===== config.mk =====
export PLATFORM = sky130hd
export DESIGN_NAME = ssr_sync_serial
export DESIGN_NICKNAME = d
export VERILOG_FILES = /design/src/rtl/ssr_pkg.sv /design/src/rtl/ssr_seq.sv /design/src/rtl/ssr_datapath.sv /design/src/rtl/ssr_flag.sv /design/src/rtl/ssr_sync_serial.sv
export SDC_FILE = /design/constraint.sdc
export NUM_CORES = 1
export LEC_CHECK = 0
export ABC_AREA = 1
export BUFFER_PORTS_ARGS = -buffer_cell sky130_fd_sc_hd__buf_2
export CAP_MARGIN = 20
export CORE_ASPECT_RATIO = 0.75
export CORE_MARGIN = 4
export CORE_UTILIZATION = 49
export CTS_CLUSTER_SIZE = 24
export DETAILED_ROUTE_END_ITERATION = 10
export GPL_TIMING_DRIVEN = 0
export PLACE_DENSITY = 0.83
export SLEW_MARGIN = 20
export SYNTH_ARGS = -nofsm -noshare
export SYNTH_HDL_FRONTEND = slang
export SYNTH_HIERARCHICAL = 1
export SYNTH_SLANG_ARGS = --single-unit
export TNS_END_PERCENT = 30

===== constraint.sdc =====
create_clock -name clk -period 1.8 [get_ports clk]
set_input_delay 0.18 -clock clk [delete_from_list [all_inputs] [get_ports clk]]
set_output_delay 0.18 -clock clk [all_outputs]
set_load 0.1 [all_outputs]

===== src/rtl/ssr_pkg.sv =====
package ssr_pkg;
  typedef enum logic [1:0] {
    MODE_IDLE = 2'd0,
    MODE_TX   = 2'd1,
    MODE_RX   = 2'd2
  } ssr_mode_e;
endpackage


===== src/rtl/ssr_seq.sv =====
module ssr_seq
  import ssr_pkg::*;
#(
  parameter int DIV  = 12,
  parameter int HOLD = 2,
  parameter int BITS = 8
) (
  input  logic      clk,
  input  logic      rst_n,
  input  logic      start_tx,
  input  logic      start_rx,
  output ssr_mode_e mode_o,
  output logic      sclk_o,
  output logic      sample_en_o,
  output logic      shift_en_o,
  output logic      frame_end_o
);
  localparam int PH_W  = (DIV  > 1) ? $clog2(DIV)  : 1;
  localparam int BIT_W = (BITS > 1) ? $clog2(BITS) : 1;
  localparam int LOW   = DIV - HOLD;
  localparam logic [PH_W-1:0]  PH_LAST  = PH_W'(DIV - 1);
  localparam logic [PH_W-1:0]  PH_RISE  = PH_W'(LOW - 1);
  localparam logic [PH_W-1:0]  PH_LOWN  = PH_W'(LOW);
  localparam logic [BIT_W-1:0] BIT_LAST = BIT_W'(BITS - 1);

  ssr_mode_e         mode_q, mode_n;
  logic [PH_W-1:0]   ph_q, ph_n;
  logic [BIT_W-1:0]  bit_q, bit_n;
  logic              sclk_q, sclk_n;
  logic              busy, period_end, frame_end;

  assign busy       = (mode_q != MODE_IDLE);
  assign period_end = busy && (ph_q == PH_LAST);
  assign frame_end  = period_end && (bit_q == BIT_LAST);

  always_comb begin
    mode_n = mode_q;
    ph_n   = ph_q;
    bit_n  = bit_q;
    if (!busy) begin
      ph_n  = '0;
      bit_n = '0;
      if (start_tx)      mode_n = MODE_TX;
      else if (start_rx) mode_n = MODE_RX;
    end else if (frame_end) begin
      mode_n = MODE_IDLE;
      ph_n   = '0;
      bit_n  = '0;
    end else if (period_end) begin
      ph_n  = '0;
      bit_n = bit_q + 1'b1;
    end else begin
      ph_n = ph_q + 1'b1;
    end
    sclk_n = !((mode_n != MODE_IDLE) && (ph_n < PH_LOWN));
  end

  always_ff @(posedge clk or negedge rst_n) begin
    if (!rst_n) begin
      mode_q <= MODE_IDLE;
      ph_q   <= '0;
      bit_q  <= '0;
      sclk_q <= 1'b1;
    end else begin
      mode_q <= mode_n;
      ph_q   <= ph_n;
      bit_q  <= bit_n;
      sclk_q <= sclk_n;
    end
  end

  assign mode_o      = mode_q;
  assign sclk_o      = sclk_q;
  assign sample_en_o = (mode_q == MODE_RX) && (ph_q == PH_RISE);
  assign shift_en_o  = (mode_q == MODE_TX) && period_end;
  assign frame_end_o = frame_end;

  a_r2_idle_clk_high: assert property (@(posedge clk) disable iff (!rst_n)
    (mode_q == MODE_IDLE) |-> sclk_q);
  a_r2_phase_bound: assert property (@(posedge clk) disable iff (!rst_n)
    busy |-> (ph_q <= PH_LAST));
  a_r9_mode_held: assert property (@(posedge clk) disable iff (!rst_n)
    (busy && !frame_end) |=> $stable(mode_q));
endmodule


===== src/rtl/ssr_datapath.sv =====
module ssr_datapath
  import ssr_pkg::*;
#(
  parameter int BITS = 8
) (
  input  logic            clk,
  input  logic            rst_n,
  input  ssr_mode_e       mode_i,
  input  logic            load_tx_i,
  input  logic [BITS-1:0] wdata_i,
  input  logic            sample_en_i,
  input  logic            shift_en_i,
  input  logic            rx_commit_i,
  input  logic            line_in_i,
  output logic [BITS-1:0] buf_o,
  output logic            line_out_o,
  output logic            line_oe_o
);
  logic [BITS-1:0] sh_q, sh_n;
  logic [BITS-1:0] buf_q, buf_n;
  logic            sh_en, buf_en;

  always_comb begin
    sh_en  = 1'b0;
    sh_n   = sh_q;
    buf_en = 1'b0;
    buf_n  = buf_q;
    if (load_tx_i) begin
      sh_en  = 1'b1;
      sh_n   = wdata_i;
      buf_en = 1'b1;
      buf_n  = wdata_i;
    end else if (sample_en_i) begin
      sh_en = 1'b1;
      sh_n  = {line_in_i, sh_q[BITS-1:1]};
    end else if (shift_en_i) begin
      sh_en = 1'b1;
      sh_n  = {1'b1, sh_q[BITS-1:1]};
    end
    if (rx_commit_i) begin
      buf_en = 1'b1;
      buf_n  = sh_q;
    end
  end

  always_ff @(posedge clk or negedge rst_n) begin
    if (!rst_n) begin
      sh_q  <= '0;
      buf_q <= '0;
    end else begin
      if (sh_en)  sh_q  <= sh_n;
      if (buf_en) buf_q <= buf_n;
    end
  end

  assign buf_o      = buf_q;
  assign line_oe_o  = (mode_i == MODE_TX);
  assign line_out_o = (mode_i == MODE_TX) ? sh_q[0] : 1'b1;

  a_r4_bit_hold: assert property (@(posedge clk) disable iff (!rst_n)
    (mode_i == MODE_TX && !shift_en_i) |=> ((mode_i != MODE_TX) || $stable(line_out_o)));
  a_r6_rx_undriven: assert property (@(posedge clk) disable iff (!rst_n)
    (mode_i == MODE_RX) |-> !line_oe_o);
endmodule


===== src/rtl/ssr_flag.sv =====
module ssr_flag (
  input  logic clk,
  input  logic rst_n,
  input  logic set_i,
  input  logic clr_i,
  output logic flag_o
);
  logic flag_q, flag_n;

  always_comb begin
    flag_n = flag_q;
    if (set_i)      flag_n = 1'b1;
    else if (clr_i) flag_n = 1'b0;
  end

  always_ff @(posedge clk or negedge rst_n) begin
    if (!rst_n) flag_q <= 1'b0;
    else        flag_q <= flag_n;
  end

  assign flag_o = flag_q;

  a_r10_set_wins: assert property (@(posedge clk) disable iff (!rst_n)
    set_i |=> flag_o);
  a_r10_clear_drops: assert property (@(posedge clk) disable iff (!rst_n)
    (clr_i && !set_i) |=> !flag_o);
endmodule


===== src/rtl/ssr_sync_serial.sv =====
module ssr_sync_serial
  import ssr_pkg::*;
#(
  parameter int DIV  = 12,
  parameter int HOLD = 2,
  parameter int BITS = 8
) (
  input  logic            clk,
  input  logic            rst_n,
  input  logic            buf_wr,
  input  logic [BITS-1:0] buf_wdata,
  input  logic            tx_flag_clr,
  input  logic            rx_flag_clr,
  input  logic            line_in,
  output logic [BITS-1:0] buf_rdata,
  output logic            tx_done,
  output logic            rx_done,
  output logic            shift_clk,
  output logic            line_out,
  output logic            line_oe
);
  localparam int NFLAG = 2;

  ssr_mode_e  mode;
  logic       idle, start_tx, start_rx;
  logic       sample_en, shift_en, frame_end;
  logic [NFLAG-1:0] f_set, f_clr, f_val;

  assign idle     = (mode == MODE_IDLE);
  assign start_tx = idle && buf_wr;
  assign start_rx = idle && rx_flag_clr && !buf_wr;

  ssr_seq #(.DIV(DIV), .HOLD(HOLD), .BITS(BITS)) u_seq (
    .clk         (clk),
    .rst_n       (rst_n),
    .start_tx    (start_tx),
    .start_rx    (start_rx),
    .mode_o      (mode),
    .sclk_o      (shift_clk),
    .sample_en_o (sample_en),
    .shift_en_o  (shift_en),
    .frame_end_o (frame_end)
  );

  ssr_datapath #(.BITS(BITS)) u_dp (
    .clk         (clk),
    .rst_n       (rst_n),
    .mode_i      (mode),
    .load_tx_i   (start_tx),
    .wdata_i     (buf_wdata),
    .sample_en_i (sample_en),
    .shift_en_i  (shift_en),
    .rx_commit_i (frame_end && (mode == MODE_RX)),
    .line_in_i   (line_in),
    .buf_o       (buf_rdata),
    .line_out_o  (line_out),
    .line_oe_o   (line_oe)
  );

  assign f_set[0] = frame_end && (mode == MODE_TX);
  assign f_clr[0] = tx_flag_clr;
  assign f_set[1] = frame_end && (mode == MODE_RX);
  assign f_clr[1] = rx_flag_clr;

  for (genvar g = 0; g < NFLAG; g++) begin : g_flag
    ssr_flag u_flag (
      .clk    (clk),
      .rst_n  (rst_n),
      .set_i  (f_set[g]),
      .clr_i  (f_clr[g]),
      .flag_o (f_val[g])
    );
  end

  assign tx_done = f_val[0];
  assign rx_done = f_val[1];

  a_r9_buf_kept: assert property (@(posedge clk) disable iff (!rst_n)
    (!idle && buf_wr && !frame_end) |=> $stable(buf_rdata));
  a_r8_rx_done_at_idle: assert property (@(posedge clk) disable iff (!rst_n)
    $rose(rx_done) |-> (mode == MODE_IDLE));
  a_r5_tx_done_at_idle: assert property (@(posedge clk) disable iff (!rst_n)
    $rose(tx_done) |-> (mode == MODE_IDLE));
endmodule


==> impl_metrics.toml <==
[grt]
grt_remaining_overflow = 0
grt_pass1_vias = 1060
grt_pass1_wl_um = 4690
grt_antenna_before_repair = 0
grt_start_max_net_pins = 29
grt_util_all_layers_pct = 16.0

[die]
ioPinCount = 27
placementRows = 16
design.core.area_um2 = 2680
floorplan.die_area_um2 = 3830
chipWidth_um = 70.1
initial_core_util_pct = 52.8
dieHeight_um = 54.6

[timing]
min_period_ps = 1700
fin_skew_ps = 9.37
clock.fmax_mhz = 590
timing_worst_slew_pin_value_ps = 618
summed_negative_setup_slack_over_all_endpoints_ps = 0
fin_crit_sh_pct = 94.2
remaining_max_slew_budget_at_the_tightest_pin_pct = 58.8
timing.final.setup_violations = 0
timing_max_transition_violations_final = 0
final_count_of_hold_timing_violations = 0

[routing]
drt-pass1-iter-count = 5
post-route-drc-count = 0
vias_per_cell = 4.89
route.detailed.wl_per_inst_um = 11.3
route.antenna.remaining_nets = 0
drt_first_iter_violations = 106
detailroute.via_count = 1218
detail_route.wirelength_um = 2800

[placement]
io_buffers = 26
dpl.hpwl_um = 2010
gp_congestion = 0.828

[synthesis]
synthDominantCellAreaShare_pct = 47.7
syn_nets = 196
synth.cell_area_um2 = 1420
synthesis.yosys.warnings = 6
syn_avg_cell_area_um2 = 7.96
number_of_synthesized_flops_with_an_enable_pin = 0
synth-seq-area-share_pct = 49.5
synthDistinctLibCells = 21
synth.cells.most_frequent = "sky130_fd_sc_hd__nand2_1, sky130_fd_sc_hd__dfrtp_1, sky130_fd_sc_hd__inv_1"
yosys-top-cells-area = "sky130_fd_sc_hd__dfrtp_1, sky130_fd_sc_hd__nand2_1, sky130_fd_sc_hd__inv_1"
synth_seq_cells = 28
post-synth-top-area-cell = "sky130_fd_sc_hd__dfrtp_1"
syn-instance-count = 178
ys.flop_type = "sky130_fd_sc_hd__dfrtp_1"
fraction_of_registers_with_async_set_reset_pct = 100
yosysMostFrequentCell = "sky130_fd_sc_hd__nand2_1"

[critical_path]
r2r_slack_ps = 100
critical_path.reg2reg.startpoint = "u_seq/ph_q[1]$_DFF_PN0_"
cp_top_family = "simple AND/OR/NAND/NOR gates"
crit_buf_inv = 3
critical_path_peak_fanout = 10
path_cells = "ha_2 > nand3_4 > nor2_4 > nand2_2 > inv_1 > nand2_1 > nor2_2 > buf_4 > buf_6 > o211ai_1"
cp_data_arrival_time_ps = 1860
reg2reg_to = "u_dp/buf_o[3]$_DFFE_PN0P_"
critPathMaxStageDelay_ps = 380
critPathSlowestCell = "sky130_fd_sc_hd__dfrtp_1"
cp-start-kind = "flip-flop"
worstPathRequired_ps = 1960
critical_path_class = "reg -> reg"
worst-r2r-cell-count = 10
crit_path_end_kind = "flip-flop"

[power]
total_switching_power_mw = 1.80
p_leak_nw = 0.947
pwr-share-clk_pct = 14.2
internal_power_contribution_mw = 1.58
power_switching_share_pct = 53.1
vdd.ir_drop.worst_mv = 0.735
power.share.sequential_pct = 32.5
powerDensity_nw_per_um2 = 1940
combPwrFrac_pct = 53.2

[run_status]
run_status = "finished clean"

[clock_network]
htree_num_levels = 1
cts.reportedPaths.clkPinSlew_ps = 90
cts-buffers-inserted = 3
cts_sinks = 28
clock_tree_from_tritoncts = "built"
cts-root-buf = "sky130_fd_sc_hd__clkbuf_8"
clock_tree.buffer_depth = 2
clkLatencyLatePin_ps = 270

[worst_hold_path]
worstHoldEndpoint = "g_flag[0].u_flag/flag_o$_DFFE_PN0P_"
worstHoldPathCells = 4
min_from = "tx_flag_clr"
worst_hold_path_type = "in -> reg"

[final_layout]
final_net_count = 232
layout.filler_cells = 232
fin_util_pct = 64.8
area_growth_syn_to_layout_pct = 22.6
post_route_cells_drive_above_1_share_pct = 24.9
n_antenna_cell = 0

[job]
maxCapViolations = 0
-- power by group through the flow --
stage               logic, mW  registers [mW]  clock network (mW)
detailed placement       1.77            1.11                   0
global route             1.94            1.14               0.526
finish                   1.80            1.10               0.481
global placement         1.74            1.10                   0
floorplan               0.820            1.74                   0
CTS                      1.79            1.09               0.491
-- registers in the layout (all words and copies together) (netlist names) --
register / flops
u_dp/buf_o: 8
u_dp/sh_q: 8
u_seq/mode_o: 2
u_seq/bit_q: 3
u_seq/sclk_o: 1
u_seq/ph_q: 4
g_flag.u_flag/flag_o: 2
-- logic make-up (layout without fill, tap and decap cells) --
logic type	after synthesis	after routing	share of synthesized area [%]
AND/OR/NAND/NOR	101	101	30.6
flip-flops	28	28	49.5
XOR/XNOR	2	2	1.24
AO/OA/AOI/OAI	15	15	6.97
adder cells (fa/ha/maj)	4	4	3.53
buffers and inverters	28	63	8.12
-- timing repair --
action	CTS	global route
endpoints found under the setup margin	8	8
buffers inserted	1	3
resized for setup	2	5
hold endpoints to repair	27	0
pin swaps	0	2
hold buffers	1	0
-- layout by cell type, fill, tap and decap left out, drive strengths merged --
cell	synthesis	final
nand2	71	71
dlygate4sd3	0	1
clkbuf	0	3
nand3	13	13
o211ai	8	8
o21ai	2	2
inv	24	24
dfstp	1	1
buf	3	33
xor2	2	2
nor2	16	16
a21oi	4	4
nor3	1	1
clkinv	1	1
a22o	1	1
dfrtp	27	27
ha	4	4
bufinv	0	1
-- worst reg2reg max path, stage by stage (launching register included) --
cell and delay, ps:
sky130_fd_sc_hd__dfrtp_1 380, sky130_fd_sc_hd__ha_2 220, sky130_fd_sc_hd__nand3_4 110, sky130_fd_sc_hd__nor2_4 140, sky130_fd_sc_hd__nand2_2 80, sky130_fd_sc_hd__inv_1 80, sky130_fd_sc_hd__nand2_1 70, sky130_fd_sc_hd__nor2_2 130
sky130_fd_sc_hd__buf_4 170, sky130_fd_sc_hd__buf_6 140, sky130_fd_sc_hd__o211ai_1 100
-- worst max path at each step --
| stage | from | slack (ps) | endpoint | cells past startpoint |
|---|---|---|---|---|
| after floorplan | u_seq/ph_q[0]$_DFF_PN0_ | 90 | u_dp/buf_o[0]$_DFFE_PN0P_ | 10 |
| final | u_seq/ph_q[1]$_DFF_PN0_ | 100 | u_dp/buf_o[3]$_DFFE_PN0P_ | 10 |
| after detailed placement | u_seq/ph_q[0]$_DFF_PN0_ | -120 | u_dp/buf_o[5]$_DFFE_PN0P_ | 10 |
| after CTS | u_seq/ph_q[1]$_DFF_PN0_ | 10 | u_dp/buf_o[5]$_DFFE_PN0P_ | 10 |
| after global placement | u_seq/ph_q[0]$_DFF_PN0_ | -90 | u_dp/buf_o[6]$_DFFE_PN0P_ | 10 |
| after global routing | u_seq/ph_q[1]$_DFF_PN0_ | -50 | u_dp/buf_o[0]$_DFFE_PN0P_ | 11 |
-- layout make-up --
type	instances	area (um2)	area share [%]
inverters	25	93.8	5.40
repair buffers	31	170	9.79
flip-flops and latches	28	702	40.4
well taps	36	45.0	2.59
clock buffers	3	41.3	2.38
multi-input cells	122	626	36.0
clock inverters	1	30.0	1.73
plain buffers	3	30.0	1.73
-- metrics by stage --
stage,setup WS [ps],cell area [um2],total power [mW],hold slack [ps],instances
2_1_floorplan,90.1,1430,2.56,-116,178
3_3_place_gp,-86.8,1600,2.84,224,240
3_5_place_dp,-122,1600,2.87,225,240
4_1_cts,11.1,1700,3.37,124,246
5_1_grt,-46.6,1740,3.61,135,249
6_report,105,1740,3.38,121,249
-- layer usage --
layer	wire (um)	vias up	global-route usage, %
met1	1330	541	22.1
met2	1230	55	24.0
li1	-	620	-
met3	236	2	4.95
met5	0	-	0
met4	11	0	5.41
Power figures use the tool's default switching activity.
